[config.mk]
export PLATFORM = sky130hd
export DESIGN_NAME = cfg_port_mux
export DESIGN_NICKNAME = d
export VERILOG_FILES = /design/src/rtl/cfg_port_mux.sv
export SDC_FILE = /design/constraint.sdc
export NUM_CORES = 1
export LEC_CHECK = 0
export ABC_AREA = 1
export BUFFER_PORTS_ARGS = -buffer_cell sky130_fd_sc_hd__buf_4
export CORE_MARGIN = 3
export CORE_UTILIZATION = 45
export DETAILED_ROUTE_END_ITERATION = 10
export GPL_ROUTABILITY_DRIVEN = 0
export PLACE_DENSITY = 0.7
export SLEW_MARGIN = 20
export SYNTH_ARGS = -nofsm -noshare
export SYNTH_HDL_FRONTEND = slang
export SYNTH_SLANG_ARGS = --single-unit
export TNS_END_PERCENT = 100
[constraint.sdc]
create_clock -name clk -period 1.31 [get_ports clk]
set_clock_uncertainty 0.1 [all_clocks]
set_input_delay 0.131 -clock clk [delete_from_list [all_inputs] [get_ports clk]]
set_output_delay 0.131 -clock clk [all_outputs]
set_load 0.005 [all_outputs]
[src/rtl/cfg_port_mux.sv]
module cfg_port_mux #(
  parameter int NREG     = 12,
  parameter int DW       = 7,
  parameter int SEL_W    = 4,
  parameter int MODE_REG = 1,
  parameter int MODE_BIT = 5
) (
  input  logic                 clk,
  input  logic                 rst_n,
  input  logic [DW:0]          bus_i,
  input  logic                 strobe_n_i,
  output logic [NREG*DW-1:0]   regs_o,
  output logic [DW-SEL_W-1:0]  addr_hi_o,
  output logic                 wr_pulse_o,
  output logic [SEL_W-1:0]     wr_idx_o,
  output logic                 readback_mode_o
);
  localparam int BUS_W = DW + 1;
  localparam int HI_W  = DW - SEL_W;

  logic [BUS_W-1:0] bus_m, bus_s;
  logic [2:0]       stb_q;
  logic [DW-1:0]    addr_q;

  always_ff @(posedge clk or negedge rst_n) begin
    if (!rst_n) begin
      bus_m <= '0;
      bus_s <= '0;
      stb_q <= 3'b111;
    end else begin
      bus_m <= bus_i;
      bus_s <= bus_m;
      stb_q <= {stb_q[1:0], strobe_n_i};
    end
  end

  wire commit  = stb_q[1] & ~stb_q[2];
  wire is_data = bus_s[BUS_W-1];
  wire [SEL_W-1:0] sel = addr_q[SEL_W-1:0];
  wire sel_ok  = int'(sel) < NREG;
  wire wr_go   = commit & is_data & sel_ok;

  always_ff @(posedge clk or negedge rst_n) begin
    if (!rst_n) begin
      addr_q     <= '0;
      wr_pulse_o <= 1'b0;
      wr_idx_o   <= '0;
    end else begin
      if (commit && !is_data) addr_q <= bus_s[DW-1:0];
      wr_pulse_o <= wr_go;
      if (wr_go) wr_idx_o <= sel;
    end
  end

  for (genvar k = 0; k < NREG; k++) begin : g_bank
    always_ff @(posedge clk or negedge rst_n) begin
      if (!rst_n)
        regs_o[k*DW +: DW] <= '0;
      else if (wr_go && int'(sel) == k)
        regs_o[k*DW +: DW] <= bus_s[DW-1:0];
    end
  end

  assign addr_hi_o       = addr_q[DW-1 -: HI_W];
  assign readback_mode_o = regs_o[MODE_REG*DW + MODE_BIT];

  a_r6_pulse_one_cycle: assert property (@(posedge clk) disable iff (!rst_n)
    wr_pulse_o |=> !wr_pulse_o);
  a_r5_idx_in_range: assert property (@(posedge clk) disable iff (!rst_n)
    wr_pulse_o |-> int'(wr_idx_o) < NREG);
  a_r5_no_pulse_out_of_range: assert property (@(posedge clk) disable iff (!rst_n)
    (commit && !sel_ok) |=> !wr_pulse_o);
  a_r2_addr_no_pulse: assert property (@(posedge clk) disable iff (!rst_n)
    (commit && !is_data) |=> (!wr_pulse_o && $stable(regs_o)));
  a_r3_value_stored: assert property (@(posedge clk) disable iff (!rst_n)
    wr_pulse_o |-> regs_o[wr_idx_o*DW +: DW] == $past(bus_s[DW-1:0]));
  a_r7_idle_stable: assert property (@(posedge clk) disable iff (!rst_n)
    !commit |=> ($stable(regs_o) && $stable(addr_hi_o)));
endmodule

=== Word-level counts from Yosys, hierarchy flattened ===
Index checks and enable logic that the tools add are counted.

* Flip-flop bits (word level): 115
* Memories: 0
* Bits in latches: 0
* Bits in writable memories: 0
* ROM bits: 0

* Equality and inequality tests: 11
* $lt $le $gt $ge: 1
* Multiplexer cells: 0
* Divide/modulo/power cells: 0
* Reduce and logical (&&, ||, !) cells: 15
* Shifts and indexed selects: 0
* $mul: 0
* Bitwise operators: 4
* Add/sub/neg operators: 0

{| class="wikitable"
|+ Operators by type and width
! cell !! count
|-
| $eq 4x4->1 const B || 8
|-
| $logic_and 1x1->1 || 13
|-
| $eq 4x3->1 const B || 2
|-
| $eq 4x2->1 const B || 1
|-
| $logic_not 4->1 || 1
|-
| $lt 4x4->1 const B || 1
|-
| $and 1x1->1 || 3
|-
| $logic_not 1->1 || 1
|-
| $not 1->1 || 1
|}

=== Longest topological paths before layout ===
Gate-level depths: netlist (run 1).

* Depth in word-level cells: 5
* Depth in mapped cells: 8

=== Least setup slack after synthesis (run 1) ===
Ideal clock, no wire load.

* Path kind: flip-flop to flip-flop
* Start: register stb_q[1]
* End: register regs_o[12], in the netlist readback_mode_o
* Data required time: 1.093 ns
* Cell stages (with the launch flop): 8
* Path buffers: 2
* Slack: -0.116 ns
* Clock period less this slack: 1.426 ns
* Library setup time: 0.117 ns
* Arrival: 1.210 ns
* Path through: dfstp_2 -> nand2_1 -> nor2_2 -> buf_6 -> buf_8 -> nand2_4 -> nand2_1 -> nand2_1

* Word-level cells in the longest chain between the ends: 4

{| class="wikitable"
|+ Ends and longest elaborated chain
! element !! line !! source
|-
| start, declared || 22 || <nowiki>logic [2:0] stb_q;</nowiki>
|-
| start signal, assigned || 33 || <nowiki>stb_q <= {stb_q[1:0], strobe_n_i};</nowiki>
|-
| $and 1x1->1 || 37 || <nowiki>wire commit = stb_q[1] & ~stb_q[2];</nowiki>
|-
| $and 1x1->1 (2 in series) || 41 || <nowiki>wire wr_go = commit & is_data & sel_ok;</nowiki>
|-
| $logic_and 1x1->1 || 59 || <nowiki>else if (wr_go && int'(sel) == k)</nowiki>
|-
| end signal, assigned by index || 60 || <nowiki>regs_o[k*DW +: DW] <= bus_s[DW-1:0];</nowiki>
|-
| end, declared || 12 || <nowiki>output logic [NREG*DW-1:0] regs_o,</nowiki>
|}

No other way between the ends.
A chain may end at the register's enable or synchronous reset.

=== Worst setup path in the final report (run 1) ===
* Start: register addr_q[3]
* End: register regs_o[24]

* Word-level cells in the longest chain between the ends: 3

{| class="wikitable"
|+ Ends and longest elaborated chain
! element !! line !! source
|-
| start, declared || 23 || <nowiki>logic [DW-1:0] addr_q;</nowiki>
|-
| start signal, assigned || 49 || <nowiki>if (commit && !is_data) addr_q <= bus_s[DW-1:0];</nowiki>
|-
| $lt 4x4->1 || 40 || <nowiki>wire sel_ok = int'(sel) < NREG;</nowiki>
|-
| $and 1x1->1 || 41 ||
|-
| $logic_and 1x1->1 (*) || 59 ||
|}

Every way passes the cells marked *; elsewhere a longest branch is shown, timed or not.

==> flow_metrics.env, run 1 <==
export IMPL_status="complete, but fails checks"
export IMPL_violations="negative setup slack"
export IMPL_crit_chain="nand2_1 -> nand2_2 -> nor2_4 -> buf_12 -> buf_6 -> buf_12 -> buf_8 -> nand3_2 -> nand2_1"
export IMPL_p_total_w=0.01215
export IMPL_fp_coreArea_mm2=0.009864
export IMPL_htree_levels=4
export IMPL_reg2reg_depth=9
export IMPL_ys_types=20
export IMPL_irDropWorstVdd_mv=0.9093
export IMPL_reg2reg_from="addr_q[3]"
export IMPL_slowest_stage="dfrtp_1"
export IMPL_pwr_density_cell_mw_per_mm2=1632
export IMPL_die_area_mm2=0.01148
export IMPL_maxSlewHeadroom_pct=42.99
export IMPL_die_height_um=107.1
export IMPL_antenna_found_initial=0
export IMPL_drtAntennaViolNets=0
export IMPL_synthesis_area_mm2=0.004602
export IMPL_port_buffers=103
export IMPL_cts_path_max_buffers=2
export IMPL_fmax_mhz=631.8
export IMPL_hold_path_class="in2reg"
export IMPL_dp_final_hpwl_um=7492
export IMPL_rows=36
export IMPL_syn_num_nets=471
export IMPL_synth_avg_cell_area_um2=10.00
export IMPL_worstPathMaxFanout=6
export IMPL_vias=4166
export IMPL_top_layer="met4"
export IMPL_yosys_warnings=0
export IMPL_vias_per_cell=5.240
export IMPL_syn2layout_area_growth_pct=61.72
export IMPL_final_area_mm2=0.007442
export IMPL_m1WireLength_um=5584
export IMPL_antennaDiodeCount=0
export IMPL_whs_path_depth=2
export IMPL_synth_top_area_cell="dfrtp_1"
export IMPL_grt_setup_unrepaired="true"
export IMPL_root_buffer="clkbuf_8"
export IMPL_grt_overflow_total=0
export IMPL_maxCapViolations=0
export IMPL_die_x_um=107.1
export IMPL_critPathLaunchType="flip-flop"
export IMPL_p_leak_nw=3.804
export IMPL_fin_crit_ns=1.583
export IMPL_placed_cell_area_mm2=0.005655
export IMPL_finalCritPeriodShare_pct=120.8
export IMPL_final_common_cell="buf_4"
export IMPL_post_synth_top_area_fraction_pct=60.90
export IMPL_cts_tree="done"
export IMPL_pre_cts_ws_ns=-0.2192
export IMPL_ys_top_cells_by_area="dfrtp_1, nand2_1, nand3_1"
export IMPL_cp_arrival_ns=1.93
export IMPL_critPathRequiredTime_ns=1.65
export IMPL_cts_buffers=17
export IMPL_cts_sinks=115
export IMPL_cp_endpoint="regs_o[24]"
export IMPL_max_stage_delay_ns=0.42
export IMPL_grt_max_degree=29
export IMPL_clk_latency_ns=0.51
export IMPL_postSynthCellCount=460
export IMPL_wirelength_um=14200
export IMPL_grt_pass1_vias=4011
export IMPL_drtPass1Iterations=5
export IMPL_drive_gt1_share_pct=51.06
export IMPL_initial_core_util_pct=46.65
export IMPL_remaining_drc_errors=0
export IMPL_io_pins=104
export IMPL_holdWs_ns=0.1605
export IMPL_path_clk_slew_ns=0.06
export IMPL_hold_viol_final=0
export IMPL_finalSetupViolations=97
export IMPL_route_met3_wl_um=843
export IMPL_drt_initial_drc_count=352
export IMPL_wl_met2_um=7320
export IMPL_endpoint_kind="flip-flop"
export IMPL_ys_seq_area_share_pct=62.62
export IMPL_nets=660
export IMPL_grt_usage_pct=23.78
export IMPL_rrSetupSlack_ns=-0.27
export IMPL_path_class="reg2reg"
export IMPL_reg2reg_to="regs_o[24]"
export IMPL_wl_per_cell_um=17.86
export IMPL_tightest_slew_ns=0.8552
export IMPL_final_cell_mix="buf_4, nand2_1, dfrtp_1, nand3_1, nand2_2"
export IMPL_synth_seq_cells=115
export IMPL_fin_ws_ns=-0.2728
export IMPL_drv_slew=0
export IMPL_grt_pass1_wl_um=20720
export IMPL_startpoint="addr_q[3]"
==> worst max-delay path: cells and delay by family (launching register included) <==
family / cells / cell delay (ns)
and+or+nand+nor: 5 / 0.49
DFF: 1 / 0.42
buffers and inverters: 4 / 0.49
==> layer usage <==
metal,vias up,global-route usage (%)
met5,-,0
met4,0,10.78
met3,42,5.539
met2,196,38.87
met1,2055,30.08
li1,1873,-
==> area by class of cell <==
type	instances	area, um^2
sequential	115	2883
fill	601	2422
multi-input combinational	314	1936
timing repair buffer	193	1832
clock buffer	22	462.9
tap	133	166.4
clock inverter	10	130.1
inverter	8	32.53
==> sequential cells by signal, indices dropped and copies added, names as in the netlist <==
signal           count
regs_o              83
bus_m                8
bus_s                8
addr_q               7
wr_idx_o             4
stb_q                3
readback_mode_o      1
wr_pulse_o           1
==> per-stage QoR <==
step	setup TNS (ns)	instances	util [%]
6_report	-17.34	795	75.44
5_1_grt	-26.74	795	75.44
4_1_cts	-16.62	769	70.38
3_5_place_dp	-12.53	706	57.33
3_3_place_gp	-9.918	706	57.33
2_1_floorplan	-0.5092	460	-
==> how the worst min path moves through the flow <==
stage / start / to / slack (ns)
after CTS: bus_i[4] / bus_m[4] / 0.14
after global placement: rst_n / regs_o[22] / -0.04
after floorplan: rst_n / addr_q[0] / -0.26
after global routing: bus_i[0] / bus_m[0] / 0.16
final: bus_i[1] / bus_m[1] / 0.16
after detailed placement: rst_n / regs_o[26] / -0.03
==> cells in the mapped netlist (all sizes together) <==
library cell	number
o21ai	7
nand3b	1
a21oi	4
dfstp	3
nand2	201
nand3	84
buf	17
inv	8
clkbuf	6
dfrtp	112
nor2	17
==> where the power goes <==
| group | leakage [nW] | total (W) | internal (W) | switching (W) |
|---|---|---|---|---|
| sequential | 1.50 | 0.00472 | 0.00417 | 0.000550 |
| combinational | 2.01 | 0.00278 | 0.00156 | 0.00123 |
| clock | 0.291 | 0.00464 | 0.00303 | 0.00161 |
==> what timing repair did <==
| item | 4_1_cts | 5_1_grt |
|---|---|---|
| hold buffers | 11 | 0 |
| gates resized for setup | 84 | 78 |
| gates cloned | 5 | 1 |
| pin swaps | 31 | 22 |
| endpoints found under the setup margin | 98 | 138 |
| endpoints found under the hold margin | 124 | 0 |
| setup buffers | 15 | 29 |
==> logic make-up after synthesis <==
family	Yosys count	synth area share (%)
buffers and inverters	31	5.193
flip-flops	115	62.62
AO/OA/AOI/OAI	11	1.196
AND/OR/NAND/NOR	303	31.00
No activity file was read; power rests on OpenSTA's default activity.
==> run 2: changes to the inputs <==
Settings changed: ABC_CLOCK_PERIOD_IN_PS from default to 1520, PLACE_DENSITY 0.7 to 0.67, SKIP_LAST_GASP from default to 1.
Clock period 1.31 ns to 1.52 ns, I/O delays scaled along.
==> run 2 against run 1 <==
The run still ends with negative setup slack left; worst hold slack worse by 0.072 ns; worst setup slack gained 0.23 ns; register-to-register slack better by 0.23 ns; combinational power shrank 36%; critical endpoint is now regs_o[64]; largest cell class unchanged; largest power group unchanged.
==> flow_metrics.env, run 2 (synthesized netlist as in run 1, its figures left out) <==
export IMPL_grt_pass1_wl_um=19000
export IMPL_wirelength_um=12250
export IMPL_root_buffer="clkbuf_8"
export IMPL_largest_register="regs_o"
export IMPL_cp_arrival_ns=1.91
export IMPL_reg_top3="regs_o x83, bus_m x8, bus_s x8"
export IMPL_antenna_found_initial=0
export IMPL_largest_reg_flops=83
export IMPL_nets=603
export IMPL_syn2layout_area_growth_pct=41.30
export IMPL_die_height_um=107.1
export IMPL_grt_max_degree=64
export IMPL_p_leak_nw=3.520
export IMPL_io_pins=104
export IMPL_initial_core_util_pct=46.65
export IMPL_port_buffers=103
export IMPL_remaining_drc_errors=0
export IMPL_fin_ws_ns=-0.03950
export IMPL_drtPass1Iterations=7
export IMPL_vias=3744
export IMPL_maxCapViolations=0
export IMPL_status="complete, but fails checks"
export IMPL_fp_coreArea_mm2=0.009864
export IMPL_holdWs_ns=0.08884
export IMPL_cts_sinks=115
export IMPL_tightest_slew_ns=0.7196
export IMPL_antennaDiodeCount=0
export IMPL_endpoint_kind="flip-flop"
export IMPL_path_buf_inv=3
export IMPL_irDropWorstVdd_mv=0.8603
export IMPL_p_total_w=0.009755
export IMPL_drt_initial_drc_count=269
export IMPL_dp_final_hpwl_um=7060
export IMPL_finalSetupViolations=6
export IMPL_fin_crit_ns=1.560
export IMPL_max_stage_delay_ns=0.55
export IMPL_fmax_mhz=641.2
export IMPL_pwr_density_cell_mw_per_mm2=1500
export IMPL_finalCritPeriodShare_pct=102.6
export IMPL_grt_usage_pct=21.69
export IMPL_die_area_mm2=0.01148
export IMPL_grt_pass1_vias=3625
export IMPL_path_class="reg2reg"
export IMPL_rows=36
export IMPL_worstPathMaxFanout=8
export IMPL_drv_slew=0
export IMPL_slowest_stage="dfstp_2"
export IMPL_final_common_cell="nand2_1"
export IMPL_crit_chain="nand2_4 -> nor2_4 -> buf_12 -> buf_16 -> buf_4 -> nand3_1 -> nand2_1"
export IMPL_crit_family="flip-flops"
export IMPL_vias_per_cell=5.073
export IMPL_hold_viol_final=0
export IMPL_critPathRequiredTime_ns=1.87
export IMPL_path_clk_slew_ns=0.06
export IMPL_die_x_um=107.1
export IMPL_cts_tree="done"
export IMPL_clk_latency_ns=0.51
export IMPL_cts_buffers=17
export IMPL_cts_path_max_buffers=2
export IMPL_drive_gt1_share_pct=34.21
export IMPL_final_cell_mix="nand2_1, buf_4, dfrtp_1, nand3_1, clkbuf_16"
export IMPL_htree_levels=4
export IMPL_hold_path_class="in2async"
export IMPL_maxSlewHeadroom_pct=52.03
export IMPL_grt_overflow_total=0
export IMPL_wl_per_cell_um=16.59
export IMPL_grt_setup_unrepaired="true"
export IMPL_violations="negative setup slack"
export IMPL_drtAntennaViolNets=0
export IMPL_critPathLaunchType="flip-flop"
-- run 2: cell types whose count changed in the layout (fill, tap and decap cells not counted), sizes merged --
cell / previous run / this run
buf: 180 / 123
clkinvlp: 2 / 4
bufbuf: 1 / 0
clkinv: 5 / 4
dlygate4sd3: 11 / 10
inv: 8 / 9
-- run 2: area by class of cell --
cell class	instances	area, um^2
multi-input cells	314	1572
well taps	133	166.4
inverters	8	30.03
clock inverters	12	156.4
clock buffers	20	435.4
flip-flops and latches	115	2882
fillers	750	3362
repair buffers	136	1261
-- run 2: metrics by stage --
| step | area (um^2) | TNS [ns] | instances | setup slack [ns] | util [%] |
|---|---|---|---|---|---|
| 6_report | 6502 | -0.09480 | 738 | -0.03950 | 65.92 |
| 5_1_grt | 6502 | -3.238 | 738 | -0.09830 | 65.92 |
| 4_1_cts | 6322 | 0 | 733 | 0.0006242 | 64.09 |
| 3_5_place_dp | 5505 | -0.2059 | 687 | -0.02507 | 55.81 |
| 3_3_place_gp | 5505 | 0 | 687 | 0.004056 | 55.81 |
| 2_1_floorplan | 4602 | 0 | 460 | 0.09392 | - |
-- run 2: tightest hold or removal path, delay by kind of cell --
| kind | cells | cell delay (ns) |
|---|---|---|
| buf+inv | 3 | 0.93 |
-- run 2: where the power goes --
part	switching [W]	total [W]	leakage [nW]	internal [W]
sequential	0.000415	0.00401	1.50	0.00359
combinational	0.000832	0.00177	1.74	0.000940
clock	0.00143	0.00397	0.277	0.00254
-- run 2: worst paths after layout --
check                      slack [ns]  depth (start not counted)         end  startpoint
setup / recovery                -0.04                          7  regs_o[64]    stb_q[1]
hold reg to reg                  0.25                          0    bus_s[2]    bus_m[2]
setup reg to reg                -0.04                          7  regs_o[64]    stb_q[1]
hold / removal                   0.09                          3  regs_o[39]       rst_n
max in group asynchronous        0.93                          3    stb_q[2]       rst_n
min in group clk                 0.18                          2    bus_m[3]    bus_i[3]
-- run 2: per-layer routing --
layer | vias up | part of all wire [%] | wire length (um) | global-route usage (%)
met4 | 0 | 1.6 | 192 | 8.493
met2 | 145 | 49 | 6056 | 33.69
met1 | 1828 | 43 | 5290 | 29.68
met5 | - | 0 | 0 | 0
li1 | 1752 | - | - | -
met3 | 19 | 5.8 | 706 | 4.937
-- run 2: what timing repair did --
item,in CTS,in global routing
gates cloned,3,3
setup buffers,1,2
hold buffers,10,0
setup endpoints to repair,25,88
pin swaps,1,16
gates resized for setup,1,26
hold endpoints to repair,124,0
==> run 3: changes to the inputs <==
Settings changed: CORE_ASPECT_RATIO from default to 0.9.
==> run 3 against run 2 <==
The flow still finishes with violations (negative setup slack); clock power grew 4%; utilization increased by 2.2 points; worst hold slack got worse by 0.053 ns; global-route usage is 0.63 points higher; power grew 2.7%; cell count rose by 1.1%; non-clock buffer count increased by 15; critical path type unchanged; largest power group is now clock.
==> flow_metrics.env, run 3 (synthesized netlist as in run 1, its figures left out) <==
export IMPL_status="complete, but fails checks"
export IMPL_violations="negative setup slack"
export IMPL_regArea_mm2=0.002882
export IMPL_grt_overflow_total=0
export IMPL_htree_levels=4
export IMPL_fp_coreArea_mm2=0.009827
export IMPL_die_height_um=101.9
export IMPL_irDropWorstVdd_mv=0.7152
export IMPL_grt_pass1_vias=3791
export IMPL_p_leak_nw=3.576
export IMPL_largest_reg_flops=83
export IMPL_vias_per_cell=5.059
export IMPL_maxSlewHeadroom_pct=52.93
export IMPL_wirelength_um=12410
export IMPL_initial_core_util_pct=46.83
export IMPL_drv_slew=0
export IMPL_pwr_density_cell_mw_per_mm2=1497
export IMPL_endpoint_kind="flip-flop"
export IMPL_grt_pass1_wl_um=19840
export IMPL_fin_ws_ns=-0.02226
export IMPL_final_cell_mix="nand2_1, buf_4, dfrtp_1, nand3_1, nand2_2"
export IMPL_final_core_util_pct=68.08
export IMPL_path_clk_slew_ns=0.05
export IMPL_fin_crit_ns=1.542
export IMPL_cts_sinks=115
export IMPL_maxCapViolations=0
export IMPL_holdWs_ns=0.03572
export IMPL_drive_gt1_share_pct=38.55
export IMPL_hold_viol_final=0
export IMPL_vias=3774
export IMPL_io_pins=104
export IMPL_cp_arrival_ns=1.72
export IMPL_path_class="reg2reg"
export IMPL_worstPathMaxFanout=7
export IMPL_cts_tree="done"
export IMPL_largest_register="regs_o"
export IMPL_fillers=746
export IMPL_hold_path_class="in2async"
export IMPL_grt_max_degree=50
export IMPL_multiInputGateArea_mm2=0.001645
export IMPL_remaining_drc_errors=0
export IMPL_drt_initial_drc_count=257
export IMPL_wl_per_cell_um=16.63
export IMPL_root_buffer="clkbuf_16"
export IMPL_fmax_mhz=648.4
export IMPL_antenna_found_initial=0
export IMPL_cts_buffers=17
export IMPL_p_total_w=0.01001
export IMPL_nets=618
export IMPL_drtAntennaViolNets=0
export IMPL_cts_path_max_buffers=2
export IMPL_tightest_slew_ns=0.7061
export IMPL_die_area_mm2=0.01148
export IMPL_rows=34
export IMPL_grt_setup_unrepaired="true"
export IMPL_tns_ns=-0.09479
export IMPL_reg_top3="regs_o x83, bus_m x8, bus_s x8"
export IMPL_finalCritPeriodShare_pct=101.5
export IMPL_antennaDiodeCount=0
export IMPL_port_buffers=103
export IMPL_critPathRequiredTime_ns=1.70
export IMPL_grt_usage_pct=22.33
export IMPL_critPathLaunchType="flip-flop"
export IMPL_dp_final_hpwl_um=7515
export IMPL_die_x_um=112.6
export IMPL_reg2reg_depth=7
export IMPL_finalSetupViolations=15
export IMPL_final_common_cell="nand2_1"
export IMPL_syn2layout_area_growth_pct=45.38
export IMPL_pre_cts_ws_ns=-0.06589
export IMPL_clk_latency_ns=0.40
export IMPL_drtPass1Iterations=5
## run 3: worst max-delay path: stages, from the launching register on
cell and delay [ns]:
dfstp_2 0.54, nand2_2 0.07, nor2_4 0.17, buf_6 0.16, buf_12 0.16, nand2_8 0.10, nand2_2 0.07, nand2_1 0.05
## run 3: through the flow
stage / instances / instance area (um^2)
6_report: 746 / 6690
5_1_grt: 746 / 6690
4_1_cts: 738 / 6450
3_5_place_dp: 682 / 5524
3_3_place_gp: 682 / 5524
2_1_floorplan: 460 / 4602
## run 3: worst paths after layout
path | slack, ns | end | startpoint
max | -0.02 | regs_o[30] | stb_q[1]
min | 0.04 | regs_o[10] | rst_n
max reg2reg | -0.02 | regs_o[30] | stb_q[1]
min reg2reg | 0.25 | bus_s[2] | bus_m[2]
max in group asynchronous | 0.75 | stb_q[2] | rst_n
min in group clk | 0.25 | bus_s[2] | bus_m[2]
## run 3: layer usage
metal | GRT usage, % | up-vias | share of wire [%]
li1 | - | 1770 | -
met1 | 30.98 | 1861 | 44
met2 | 34.61 | 127 | 48
met3 | 6.394 | 16 | 7.0
met4 | 6.654 | 0 | 1.1
met5 | 0 | - | 0
## run 3: power by group
part / switching, W / internal, W / leakage, nW / total, W
registers: 0.000416 / 0.00359 / 1.50 / 0.00401
clock network: 0.00143 / 0.00271 / 0.295 / 0.00413
logic: 0.000874 / 0.000994 / 1.78 / 0.00187
## run 3: what timing repair did
item	4_1_cts	5_1_grt
buffers inserted	10	10
pin swaps	1	18
hold buffers	10	0
hold endpoints to repair	121	0
setup endpoints to repair	66	88
resized for setup	3	50
cloned	4	2
## run 3: final cells by class
type                            instances  share of cell area [%]
Sequential cell                       115                   43.07
Multi-Input combinational cell        314                   24.59
Inverter                                8                  0.4488
Tap cell                              126                   2.356
Clock buffer                           20                   6.976
Timing Repair Buffer                  151                   20.27
Clock inverter                         12                   2.282
